$ cat config.mk
export PLATFORM = sky130hd
export DESIGN_NAME = wprot_ctl
export DESIGN_NICKNAME = d
export VERILOG_FILES = /design/src/rtl/wprot_ctl.sv
export SDC_FILE = /design/constraint.sdc
export NUM_CORES = 1
export LEC_CHECK = 0
export ABC_AREA = 0
export BUFFER_PORTS_ARGS = -buffer_cell sky130_fd_sc_hd__buf_2
export CAP_MARGIN = 20
export CORE_AREA = 2 2 39 41
export DETAILED_ROUTE_END_ITERATION = 16
export DIE_AREA = 0 0 41 43
export GPL_TIMING_DRIVEN = 0
export HOLD_SLACK_MARGIN = 0.05
export PLACE_DENSITY_LB_ADDON = 0.25
export SLEW_MARGIN = 20
export SYNTH_ARGS = -nofsm -noshare
export SYNTH_HDL_FRONTEND = slang
export SYNTH_SLANG_ARGS = --single-unit
$ cat constraint.sdc
create_clock -name clk -period 2.75 [get_ports clk]
set_input_delay 0.275 -clock clk [delete_from_list [all_inputs] [get_ports clk]]
set_output_delay 0.275 -clock clk [all_outputs]
set_load 0.02 [all_outputs]
$ cat src/rtl/wprot_ctl.sv
module wprot_ctl #(
  parameter int ADDR_W = 32,
  parameter logic [ADDR_W-1:0] PROT_ADDR  = 32'hFFFF_F878,
  parameter logic [ADDR_W-1:0] START_ADDR = 32'hFFFF_F87A,
  parameter logic [ADDR_W-1:0] UNLK_ADDR  = 32'hFFFF_FCB2,
  parameter logic [7:0] PROT_MASK  = 8'h01,
  parameter logic [7:0] START_MASK = 8'h01
) (
  input  logic              clk,
  input  logic              rst_n,
  input  logic [ADDR_W-1:0] addr,
  input  logic              wr_en,
  input  logic              wr_byte,
  input  logic [7:0]        wdata,
  input  logic              rd_en,
  output logic [7:0]        rdata,
  output logic              mon_active,
  output logic              wr_reject
);

  logic [7:0] prot_q, start_q;
  logic       armed_q;

  wire hit_prot  = addr == PROT_ADDR;
  wire hit_start = addr == START_ADDR;
  wire hit_unlk  = addr == UNLK_ADDR;
  wire en        = prot_q[0];
  wire prot_ok   = wr_en && hit_prot && armed_q;
  wire prot_bad  = wr_en && hit_prot && !armed_q;
  wire start_ok  = wr_en && hit_start && en;

  always_ff @(posedge clk) begin
    if (!rst_n) begin
      prot_q    <= 8'h00;
      start_q   <= 8'h00;
      armed_q   <= 1'b0;
      wr_reject <= 1'b0;
    end else begin
      wr_reject <= prot_bad;
      if (wr_en) armed_q <= hit_unlk && wr_byte;
      if (prot_ok) prot_q <= prot_q | (wdata & PROT_MASK);
      if (start_ok) start_q <= start_q | (wdata & START_MASK);
    end
  end

  assign mon_active = en & start_q[0];

  always_comb begin
    rdata = 8'h00;
    if (rd_en) begin
      if (hit_prot) rdata = prot_q;
      else if (hit_start) rdata = start_q;
    end
  end

  a_r3_enable_sticky: assert property (@(posedge clk) disable iff (!rst_n)
    en |=> en);
  a_r10_active_sticky: assert property (@(posedge clk) disable iff (!rst_n)
    mon_active |=> mon_active);
  a_r9_start_needs_enable: assert property (@(posedge clk) disable iff (!rst_n)
    start_q[0] |-> en);
  a_r2_unlocked_set: assert property (@(posedge clk) disable iff (!rst_n)
    (armed_q && wr_en && hit_prot && wdata[0]) |=> en);
  a_r6_disarm: assert property (@(posedge clk) disable iff (!rst_n)
    (wr_en && !hit_unlk) |=> !armed_q);
  a_r5_blocked_stable: assert property (@(posedge clk) disable iff (!rst_n)
    (wr_en && hit_prot && !armed_q) |=> ($stable(prot_q) && wr_reject));

endmodule

==> results.ini <==
[critical_path]
end_kind=primary output
critPathArrivalTime_ns=1.46
critPathLaunchType=primary input
timing.critical_path.from=addr[0]
cp_max_fo=4
cp_cell_sequence=buf_2 -> nand4b_1 -> nor4_2 -> nand4_2 -> nor3b_1 -> buf_2
crit_required_ns=2.48
worst_path_most_repeated_cell=buf_2
critical-path-max-stage-delay_ns=0.31
crit_slowest_cell=nor4_2
timing.rr.start=armed_q
path_class=in2out

[die]
core_area_sq_mm=0.00138
die_x_um=41
rows=14
design.die.area_sq_mm=0.00176
die_h_um=43
boundaryPins=55
initial_core_util_pct=24.9

[route]
avgRoutedWirePerCell_um=8.50
drtPass1Iterations=2
ant_nets=0
via_per_inst=4.37
first_iter_violations=1
vias=454
wirelength_um=884
drc=0

[placed_design]
placedCellCount=101
gp_congestion=0.586
port_buffers=40

[sta]
rsz0062_at_grt=false
min_period_ns=1.74
hold_viol_final=0
fin_crit_sh_pct=63.3
tns_ns=0
setup_violations=0
fin_skew_ns=0.000434
drv_slew=0
fmax_mhz=575

[synth]
synth_seq_cells=4
synthDistinctLibCells=18
ys_seq_area_share_pct=23.3
syn_area_sq_um=344
yosys_warnings=0
synth_area_per_cell_sq_um=8.82
synth_cells=39

[cts]
cts_max_path_buffers=2
root_buffer=clkbuf_4
cts_buffers=3
post_cts_buffers=0
clk_pin_slew_ns=0.04
clk_latency_ns=0.23
post_cts_resize_count=0
cts_hold_repair.buffers=0
cts_sinks=4
cts_tree=built
htreeDepth=1

[global_route]
grt_pass1_wl_um=1550
antenna_found_initial=0
grt_pass1_vias=442
grt_util_all_layers_pct=12.5
grt_max_degree=6
grt.overflow.total=0

[min_path]
hold_start=rst_n
hold_path_class=in2reg

[power_and_ir_drop]
cellLeakagePower_nw=0.318
p_clk_share_pct=40.1
power_density_mw_per_mm2=298
ir_worst_vdd_mv=0.0789
intPower_w=0.000136
p_sw_w=0.0000452
comb_power_share_pct=27.8
p_seq_share_pct=32.1
p_sw_share_pct=24.9

[job]
cap_viol_max_count=0

[cells_and_area]
fillers=156
final_cell_count_no_fill=104
nNetsFinal=135
synthToLayoutAreaGrowth_pct=77.1
drive_above_1_share_pct=61.4
insertedDiodeCount=0

[status]
status=complete, no violations

## layer usage
metal / track usage [%] / up-vias / part of all wire [%]
li1: - / 236 / -
met1: 12.8 / 193 / 36
met2: 21.9 / 25 / 54
met3: 1.57 / 0 / 10
met4: 8.00 / 0 / 0
met5: 0 / - / 0
## power by group through the flow
stage / clock, W / sequential, W / combinational, W
final: 0.0000728 / 0.0000583 / 0.0000505
after global routing: 0.0000791 / 0.0000582 / 0.0000562
after CTS: 0.0000770 / 0.0000583 / 0.0000507
after detailed placement: 0 / 0.0000592 / 0.0000507
after global placement: 0 / 0.0000592 / 0.0000494
after floorplan: 0 / 0.0000592 / 0.0000226
## cells in the final DEF (no fill, tap or decap), drive strengths merged
master / instances
and2: 2
and3: 1
and4b: 1
buf: 47
clkbuf: 3
conb: 7
dfxtp: 4
mux2i: 1
nand2: 3
nand3: 1
nand3b: 1
nand4: 5
nand4b: 4
nor3b: 1
nor4: 2
nor4b: 1
nor4bb: 1
o21ai: 3
## sequential cells by signal, indices dropped and copies added, names as in the netlist
| name | count |
|---|---|
| prot_q | 1 |
| wr_reject | 1 |
| armed_q | 1 |
| start_q | 1 |
## logic make-up after synthesis
| kind of cell | synth area share, % |
|---|---|
| mux | 2.91 |
| simple gates | 53.1 |
| other cells | 1.09 |
| compound gates | 4.36 |
| flops | 23.3 |
| buf+inv | 15.3 |
## path summary, 6_finish.rpt
check / end / slack, ns / cells past startpoint
hold / removal: start_q[0] / 0.29 / 3
hold reg to reg: start_q[0] / 0.47 / 2
setup reg to reg: wr_reject / 2.09 / 1
setup / recovery: rdata[0] / 1.01 / 6
## per-stage QoR
step | setup slack [ns] | area [sq um] | power, W | hold WS, ns | utilization, %
finish | 1.01 | 609 | 0.000182 | 0.287 | 44.0
detailed placement | 1.01 | 587 | 0.000110 | 0.460 | 42.4
global placement | 1.03 | 587 | 0.000109 | 0.456 | 42.4
floorplan | 1.05 | 367 | 0.0000818 | 0.349 | -
global route | 0.853 | 609 | 0.000194 | 0.310 | 44.0
CTS | 0.996 | 609 | 0.000186 | 0.282 | 44.0
## Yosys cell counts, drive strengths merged
cell    instances  share of area (%)
buf             7                 15
nand4           5                 11
dfxtp           4                 23
nand4b          4                 10
nand2           3                3.3
o21ai           3                4.4
and2            2                3.6
nor4            2                7.3
and3            1                1.8
and4b           1                2.9
conb            1                1.1
mux2i           1                2.9
nand3           1                1.5
nand3b          1                2.2
nor3b           1                2.2
nor4b           1                4.4
nor4bb          1                2.9
## worst max-delay path, delay by kind of cell
family	cells	cell delay, ns
buffers and inverters	2	0.28
and+or+nand+nor	4	0.91
## area by class of cell
class | instances | area [sq um] | share of cell area (%)
multi-input combinational | 34 | 234 | 38.4
timing repair buffer | 40 | 200 | 32.9
buffer | 7 | 52.6 | 8.62
clock buffer | 3 | 22.5 | 3.70
tap | 16 | 20.0 | 3.29
sequential | 4 | 80.1 | 13.1
(Power assumes the default switching activity.)
